File: src/rtl/extint_pkg.sv
package extint_pkg;
  localparam int unsigned OFS_W = 4;
  localparam logic [OFS_W-1:0] OFS_FLAG = 4'h0;
  localparam logic [OFS_W-1:0] OFS_MODE = 4'h8;
  localparam logic [OFS_W-1:0] OFS_POL  = 4'hC;

  typedef enum logic {
    SENSE_LEVEL = 1'b0,
    SENSE_EDGE  = 1'b1
  } sense_e;
endpackage

File: src/rtl/extint_sync.sv
module extint_sync #(
  parameter int unsigned STAGES  = 2,
  parameter logic        RST_VAL = 1'b1
) (
  input  logic clk,
  input  logic rst_n,
  input  logic d_i,
  output logic q_o
);
  logic [STAGES-1:0] chain_q;

  always_ff @(posedge clk or negedge rst_n) begin
    if (!rst_n) chain_q <= {STAGES{RST_VAL}};
    else        chain_q <= {chain_q[STAGES-2:0], d_i};
  end

  assign q_o = chain_q[STAGES-1];
endmodule

File: src/rtl/extint_channel.sv
module extint_channel
  import extint_pkg::*;
(
  input  logic clk,
  input  logic rst_n,
  input  logic pin_s_i,
  input  logic mode_i,
  input  logic pol_i,
  input  logic clr_i,
  output logic flag_o
);
  logic pin_d_q;
  logic flag_q;
  logic level_hit;
  logic edge_hit;
  logic set_now;

  always_ff @(posedge clk or negedge rst_n) begin
    if (!rst_n) pin_d_q <= 1'b1;
    else        pin_d_q <= pin_s_i;
  end

  always_comb begin
    level_hit = (pin_s_i == pol_i);
    edge_hit  = (pin_s_i != pin_d_q) && (pin_s_i == pol_i);
    set_now   = (sense_e'(mode_i) == SENSE_EDGE) ? edge_hit : level_hit;
  end

  always_ff @(posedge clk or negedge rst_n) begin
    if (!rst_n)       flag_q <= 1'b0;
    else if (set_now) flag_q <= 1'b1;
    else if (clr_i)   flag_q <= 1'b0;
  end

  assign flag_o = flag_q;

  assert_flag_sticky_R4: assert property (@(posedge clk) disable iff (!rst_n)
    (flag_q && !clr_i) |=> flag_q);

  assert_level_blocks_clear_R5: assert property (@(posedge clk) disable iff (!rst_n)
    (!mode_i && (pin_s_i == pol_i)) |=> flag_q);

  assert_set_beats_clear_R6: assert property (@(posedge clk) disable iff (!rst_n)
    (mode_i && clr_i && (pin_s_i != pin_d_q) && (pin_s_i == pol_i)) |=> flag_q);

  assert_edge_quiet_clear_R4: assert property (@(posedge clk) disable iff (!rst_n)
    (mode_i && clr_i && (pin_s_i == pin_d_q)) |=> !flag_q);
endmodule

File: src/rtl/extint_regfile.sv
module extint_regfile
  import extint_pkg::*;
#(
  parameter int unsigned NUM_CH = 4,
  parameter int unsigned DATA_W = 8,
  parameter int unsigned ADDR_W = 4
) (
  input  logic              clk,
  input  logic              rst_n,
  input  logic              bus_sel,
  input  logic              bus_wr,
  input  logic [ADDR_W-1:0] bus_addr,
  input  logic [DATA_W-1:0] bus_wdata,
  input  logic [NUM_CH-1:0] flags_i,
  output logic [DATA_W-1:0] bus_rdata,
  output logic [NUM_CH-1:0] mode_o,
  output logic [NUM_CH-1:0] pol_o,
  output logic [NUM_CH-1:0] clr_o
);
  logic [NUM_CH-1:0] mode_q;
  logic [NUM_CH-1:0] pol_q;
  logic              wr_en;
  logic              hit_flag, hit_mode, hit_pol;

  assign wr_en    = bus_sel && bus_wr;
  assign hit_flag = (bus_addr == ADDR_W'(OFS_FLAG));
  assign hit_mode = (bus_addr == ADDR_W'(OFS_MODE));
  assign hit_pol  = (bus_addr == ADDR_W'(OFS_POL));

  always_ff @(posedge clk or negedge rst_n) begin
    if (!rst_n) begin
      mode_q <= '0;
      pol_q  <= '0;
    end else if (wr_en) begin
      if (hit_mode) mode_q <= bus_wdata[NUM_CH-1:0];
      if (hit_pol)  pol_q  <= bus_wdata[NUM_CH-1:0];
    end
  end

  assign clr_o  = (wr_en && hit_flag) ? bus_wdata[NUM_CH-1:0] : '0;
  assign mode_o = mode_q;
  assign pol_o  = pol_q;

  always_comb begin
    bus_rdata = '0;
    if (hit_flag)      bus_rdata[NUM_CH-1:0] = flags_i;
    else if (hit_mode) bus_rdata[NUM_CH-1:0] = mode_q;
    else if (hit_pol)  bus_rdata[NUM_CH-1:0] = pol_q;
  end

  generate
    if (NUM_CH < DATA_W) begin : g_reserved
      logic unused_wdata_hi;
      assign unused_wdata_hi = ^bus_wdata[DATA_W-1:NUM_CH];

      assert_reserved_zero_R8: assert property (@(posedge clk) disable iff (!rst_n)
        bus_rdata[DATA_W-1:NUM_CH] == '0);
    end
  endgenerate

  assert_mode_written_R8: assert property (@(posedge clk) disable iff (!rst_n)
    (wr_en && hit_mode) |=> (mode_o == $past(bus_wdata[NUM_CH-1:0])));
endmodule

File: src/rtl/extint_ctrl.sv
module extint_ctrl
  import extint_pkg::*;
#(
  parameter int unsigned NUM_CH      = 4,
  parameter int unsigned DATA_W      = 8,
  parameter int unsigned ADDR_W      = 4,
  parameter int unsigned SYNC_STAGES = 2
) (
  input  logic              clk,
  input  logic              rst_n,
  input  logic [NUM_CH-1:0] pin_i,
  input  logic              bus_sel,
  input  logic              bus_wr,
  input  logic [ADDR_W-1:0] bus_addr,
  input  logic [DATA_W-1:0] bus_wdata,
  output logic [DATA_W-1:0] bus_rdata,
  output logic [NUM_CH-1:0] irq,
  output logic              wake
);
  logic [NUM_CH-1:0] pin_s;
  logic [NUM_CH-1:0] mode;
  logic [NUM_CH-1:0] pol;
  logic [NUM_CH-1:0] clr;
  logic [NUM_CH-1:0] flags;

  extint_regfile #(
    .NUM_CH (NUM_CH),
    .DATA_W (DATA_W),
    .ADDR_W (ADDR_W)
  ) regs_i (
    .clk       (clk),
    .rst_n     (rst_n),
    .bus_sel   (bus_sel),
    .bus_wr    (bus_wr),
    .bus_addr  (bus_addr),
    .bus_wdata (bus_wdata),
    .flags_i   (flags),
    .bus_rdata (bus_rdata),
    .mode_o    (mode),
    .pol_o     (pol),
    .clr_o     (clr)
  );

  generate
    for (genvar ch = 0; ch < NUM_CH; ch++) begin : g_ch
      extint_sync #(
        .STAGES  (SYNC_STAGES),
        .RST_VAL (1'b1)
      ) sync_i (
        .clk   (clk),
        .rst_n (rst_n),
        .d_i   (pin_i[ch]),
        .q_o   (pin_s[ch])
      );

      extint_channel chan_i (
        .clk     (clk),
        .rst_n   (rst_n),
        .pin_s_i (pin_s[ch]),
        .mode_i  (mode[ch]),
        .pol_i   (pol[ch]),
        .clr_i   (clr[ch]),
        .flag_o  (flags[ch])
      );
    end
  endgenerate

  assign irq  = flags;
  assign wake = |flags;

  assert_wake_quiet_R7: assert property (@(posedge clk) disable iff (!rst_n)
    (irq == '0) |-> !wake);
endmodule

File: config.mk
export PLATFORM = sky130hd
export DESIGN_NAME = extint_ctrl
export DESIGN_NICKNAME = d
export VERILOG_FILES = /design/src/rtl/extint_pkg.sv /design/src/rtl/extint_sync.sv /design/src/rtl/extint_channel.sv /design/src/rtl/extint_regfile.sv /design/src/rtl/extint_ctrl.sv
export SDC_FILE = /design/constraint.sdc
export NUM_CORES = 1
export LEC_CHECK = 0
export CAP_MARGIN = 0
export CORE_MARGIN = 2
export CORE_UTILIZATION = 54
export DETAILED_ROUTE_END_ITERATION = 10
export DONT_BUFFER_PORTS = 1
export PLACE_DENSITY_LB_ADDON = 0.12
export SLEW_MARGIN = 20
export SYNTH_ARGS = -nofsm -noshare
export SYNTH_HDL_FRONTEND = slang
export SYNTH_HIERARCHICAL = 1
export SYNTH_SLANG_ARGS = --single-unit
File: constraint.sdc
create_clock -name clk -period 1.05 [get_ports clk]
set_input_delay 0.105 -clock clk [delete_from_list [all_inputs] [get_ports clk]]
set_output_delay 0.105 -clock clk [all_outputs]
set_load 0.05 [all_outputs]
==> results by group <==
Run status
  • Status: complete, but fails checks
  • Violated checks: negative setup slack

Floorplanning
  • Row count: 16
  • # IOs: 33
  • Die Ht: 48.51 µm
  • Initial Util: 55.66%
  • DIE AREA: 0.002353 mm²
  • Chip Width: 48.51 µm
  • CORE AREA: 0.001922 mm²

Synth
  • Leading area contributor after synthesis: dfstp_2
  • Cells after Synth: 86
  • Post-synthesis sequential area ratio: 57.54%
  • Synth unique cells: 22
  • Syn_area_per_cell: 12.44 µm²
  • Synth area leaders: dfstp_2, dfrtp_1, mux2_4, mux2_2, a221o_1
  • Cell area after synthesis: about 0.0011 mm²
  • Synth Register Bits: 24
  • Synth warn: 6
  • Synth top area share: 29.47%

Global routing
  • Number of global-route vias before repair: 783
  • Total track usage: between 20% and 30%
  • First-pass GRT wire length: around 3800 µm
  • Grt ovf: 0
  • Initial antenna violation count: 0
  • Largest net degree at the start of global routing: 25

Detailed routing
  • Via count: 754
  • M1 WL: 1030 µm
  • Total Routed Length: 2396 µm
  • DR WL/cell: 17.11 µm
  • Met3 wire length: 115 µm
  • Drt pass-1 iters: 4
  • Routed met2 length: approximately 1200 µm
  • Initial DRC Count: 14
  • Highest Signal Layer: met4
  • DR DRC count: 0
  • Via-per-instance ratio: 5.386
  • DRT antenna net count: 0

Timing
  • Final slew viol count: 0
  • Final Hold Viols: 0
  • Finish-stage setup viols: 10
  • Max-Slew Margin vs Limit: between 60% and 70%
  • RSZ-0062 raised after global routing: yes
  • Hold Worst Slack: between 0.15 and 0.2 ns
  • Pin slew with the least headroom to its limit: 0.5077 ns
  • Period utilisation layout: 142.9%
  • Min Tclk post-route: 1.500 ns
  • Achievable Freq: 666.6 MHz
  • Worst setup margin: -0.4502 ns
  • Post-Route Setup TNS: -1.668 ns
  • Worst Skew: 0.01028 ns

Worst setup path
  • Critical path type: reg2out
  • CP Data Arrival Time: 1.40 ns
  • Worst reg2reg startpoint: g_ch[2].chan_i/flag_o
  • Slowest CP cell: or4_4
  • Max incr delay on CP: 0.65 ns
  • CP top delay family: simple AND/OR/NAND/NOR gates
  • Crit path from: g_ch[0].chan_i/flag_o
  • Startpoint Class: flip-flop
  • Cell Chain, Critical Path: or4_4
  • Crit path buf inv count: 0
  • Crit path max fanout: 2
  • Critical path required time: 0.94 ns
  • Type of destination of the critical path: output pin

Final layout
  • Most frequent cells in the layout: dfstp_2, dlygate4sd3_1, dfrtp_1
  • Layout cell share with drive strength beyond 1: between 50% and 60%
  • Most common cell after layout, fill and taps aside: dfstp_2
  • Number of fill cells: 120
  • Area growth syn-to-layout: 43.04%
  • Register area: 620.6 µm²
  • Design area: 0.001530 mm²
  • N_diodes: 0
  • Area of the multi-input gates: between 500 and 600 µm²
  • Non-Filler Instances: 140
  • Final #Nets: between 100 and 150

Clock tree
  • Max Buffers Root-to-Sink: 2
  • Htree depth: 1
  • Root buffer cell: clkbuf_4
  • Clock slew at reported path FFs: ~0.13 ns
  • Clock sinks: 24
  • CTS tree: yes
  • Clk_lat worst skew: 0.32 ns
  • CTS buffer count: 3

Placement
  • Placed cells: 124
  • Detailed placement HPWL: between 1500 and 2000 µm
  • Port-buffer cells: 0
  • Placer Congestion: 0.8053
  • Placed Area: 0.001285 mm²

Pwr
  • Leak: 0.6149 nW
  • Power Density: between 1000 and 1500 mW/mm²
  • Clock share of power: 31.1%
  • Register share of total power: between 50% and 60%
  • Overall power: 2.113 mW
  • Sw power: between 0.5 and 0.6 mW
  • Sw Ratio: around 25%
  • Maximum vdd drop: 1.339 mV
  • Internal: roughly 1.6 mW
  • Logic pwr share: between 10% and 20%

Min path
  • Hold/Removal Path Class: in2reg
  • Hold Crit Start: bus_wdata[1]

Job
  • Maxcap violations: 0
stage by stage:
step	utilization, %	worst slack [ns]
3_5_place_dp	66.86	-0.1370
5_1_grt	79.62	-0.4757
6_report	79.62	-0.4502
2_1_floorplan	-	-0.2327
4_1_cts	78.45	-0.4522
3_3_place_gp	66.86	-0.1072
area by class of cell:
type | count | area share, %
Clock buffer | 3 | 1.472
Tap cell | 27 | 2.208
Multi-Input combinational cell | 59 | 34.51
Timing Repair Buffer | 25 | 19.05
Sequential cell | 24 | 40.56
Inverter | 1 | 0.2453
Clock inverter | 1 | 1.962
synth_stat cells:
| library cell | instances |
|---|---|
| a21boi_1 | 4 |
| a21oi_1 | 4 |
| a221o_1 | 4 |
| and2_1 | 4 |
| and3_4 | 1 |
| and4_1 | 2 |
| and4bb_4 | 1 |
| buf_4 | 4 |
| buf_6 | 1 |
| conb_1 | 1 |
| dfrtp_1 | 12 |
| dfstp_2 | 12 |
| inv_1 | 1 |
| mux2_2 | 4 |
| mux2_4 | 4 |
| nand2_1 | 4 |
| nand2b_1 | 4 |
| nor2_1 | 8 |
| nor2b_1 | 4 |
| nor3_2 | 1 |
| o21ai_0 | 4 |
| or4_1 | 2 |
state kept, by name, summed over array words and instances (netlist names):
| register | count |
|---|---|
| g_ch.sync_i/chain_q | 8 |
| g_ch.chan_i/flag_o | 4 |
| regs_i/mode_o | 4 |
| g_ch.chan_i/pin_d_q | 4 |
| regs_i/pol_o | 4 |
cell families (layout without fill, tap and decap cells):
family                 Yosys count  after routing  synth area share (%)
and+or+nand+nor                 31             31                 17.78
DFF                             24             24                 57.54
AOI/OAI and AO/OA               16             16                 10.29
muxes                            8              8                 9.824
buffers and inverters            6             30                 4.210
other                            1              4                0.3505
repair_timing:
item                                    in CTS  in global routing
gates resized for setup                     20                  5
endpoints found under the setup margin      12                 13
hold endpoints to repair                    36                 12
hold buffers                                 9                  1
pin swaps                                    5                  4
buffers inserted                             2                  1
metal layers:
layer / track usage, % / up-vias
met5: 0 / -
met4: 4.286 / 0
met3: 3.086 / 5
met2: 35.65 / 33
met1: 28.93 / 369
li1: - / 347
power groups by stage:
stage	Combinational [mW]	Clock, mW	Sequential [mW]
after floorplan	0.206	0	1.10
final	0.341	0.657	1.12
after CTS	0.323	0.667	1.11
after global routing	0.366	0.710	1.13
after detailed placement	0.251	0	1.12
after global placement	0.245	0	1.11
worst paths after layout:
check,depth (start not counted),end,slack [ns]
min in group asynchronous,2,g_ch[2].chan_i/flag_o,0.28
worst max-delay path,1,wake,-0.45
worst min-delay path,3,g_ch[1].chan_i/flag_o,0.16
worst min register to register,0,g_ch[3].sync_i/chain_q[1],0.37
worst max register to register,3,g_ch[2].chan_i/flag_o,-0.03
max in group asynchronous,2,g_ch[0].chan_i/flag_o,0.39
(Power assumes the default switching activity.)
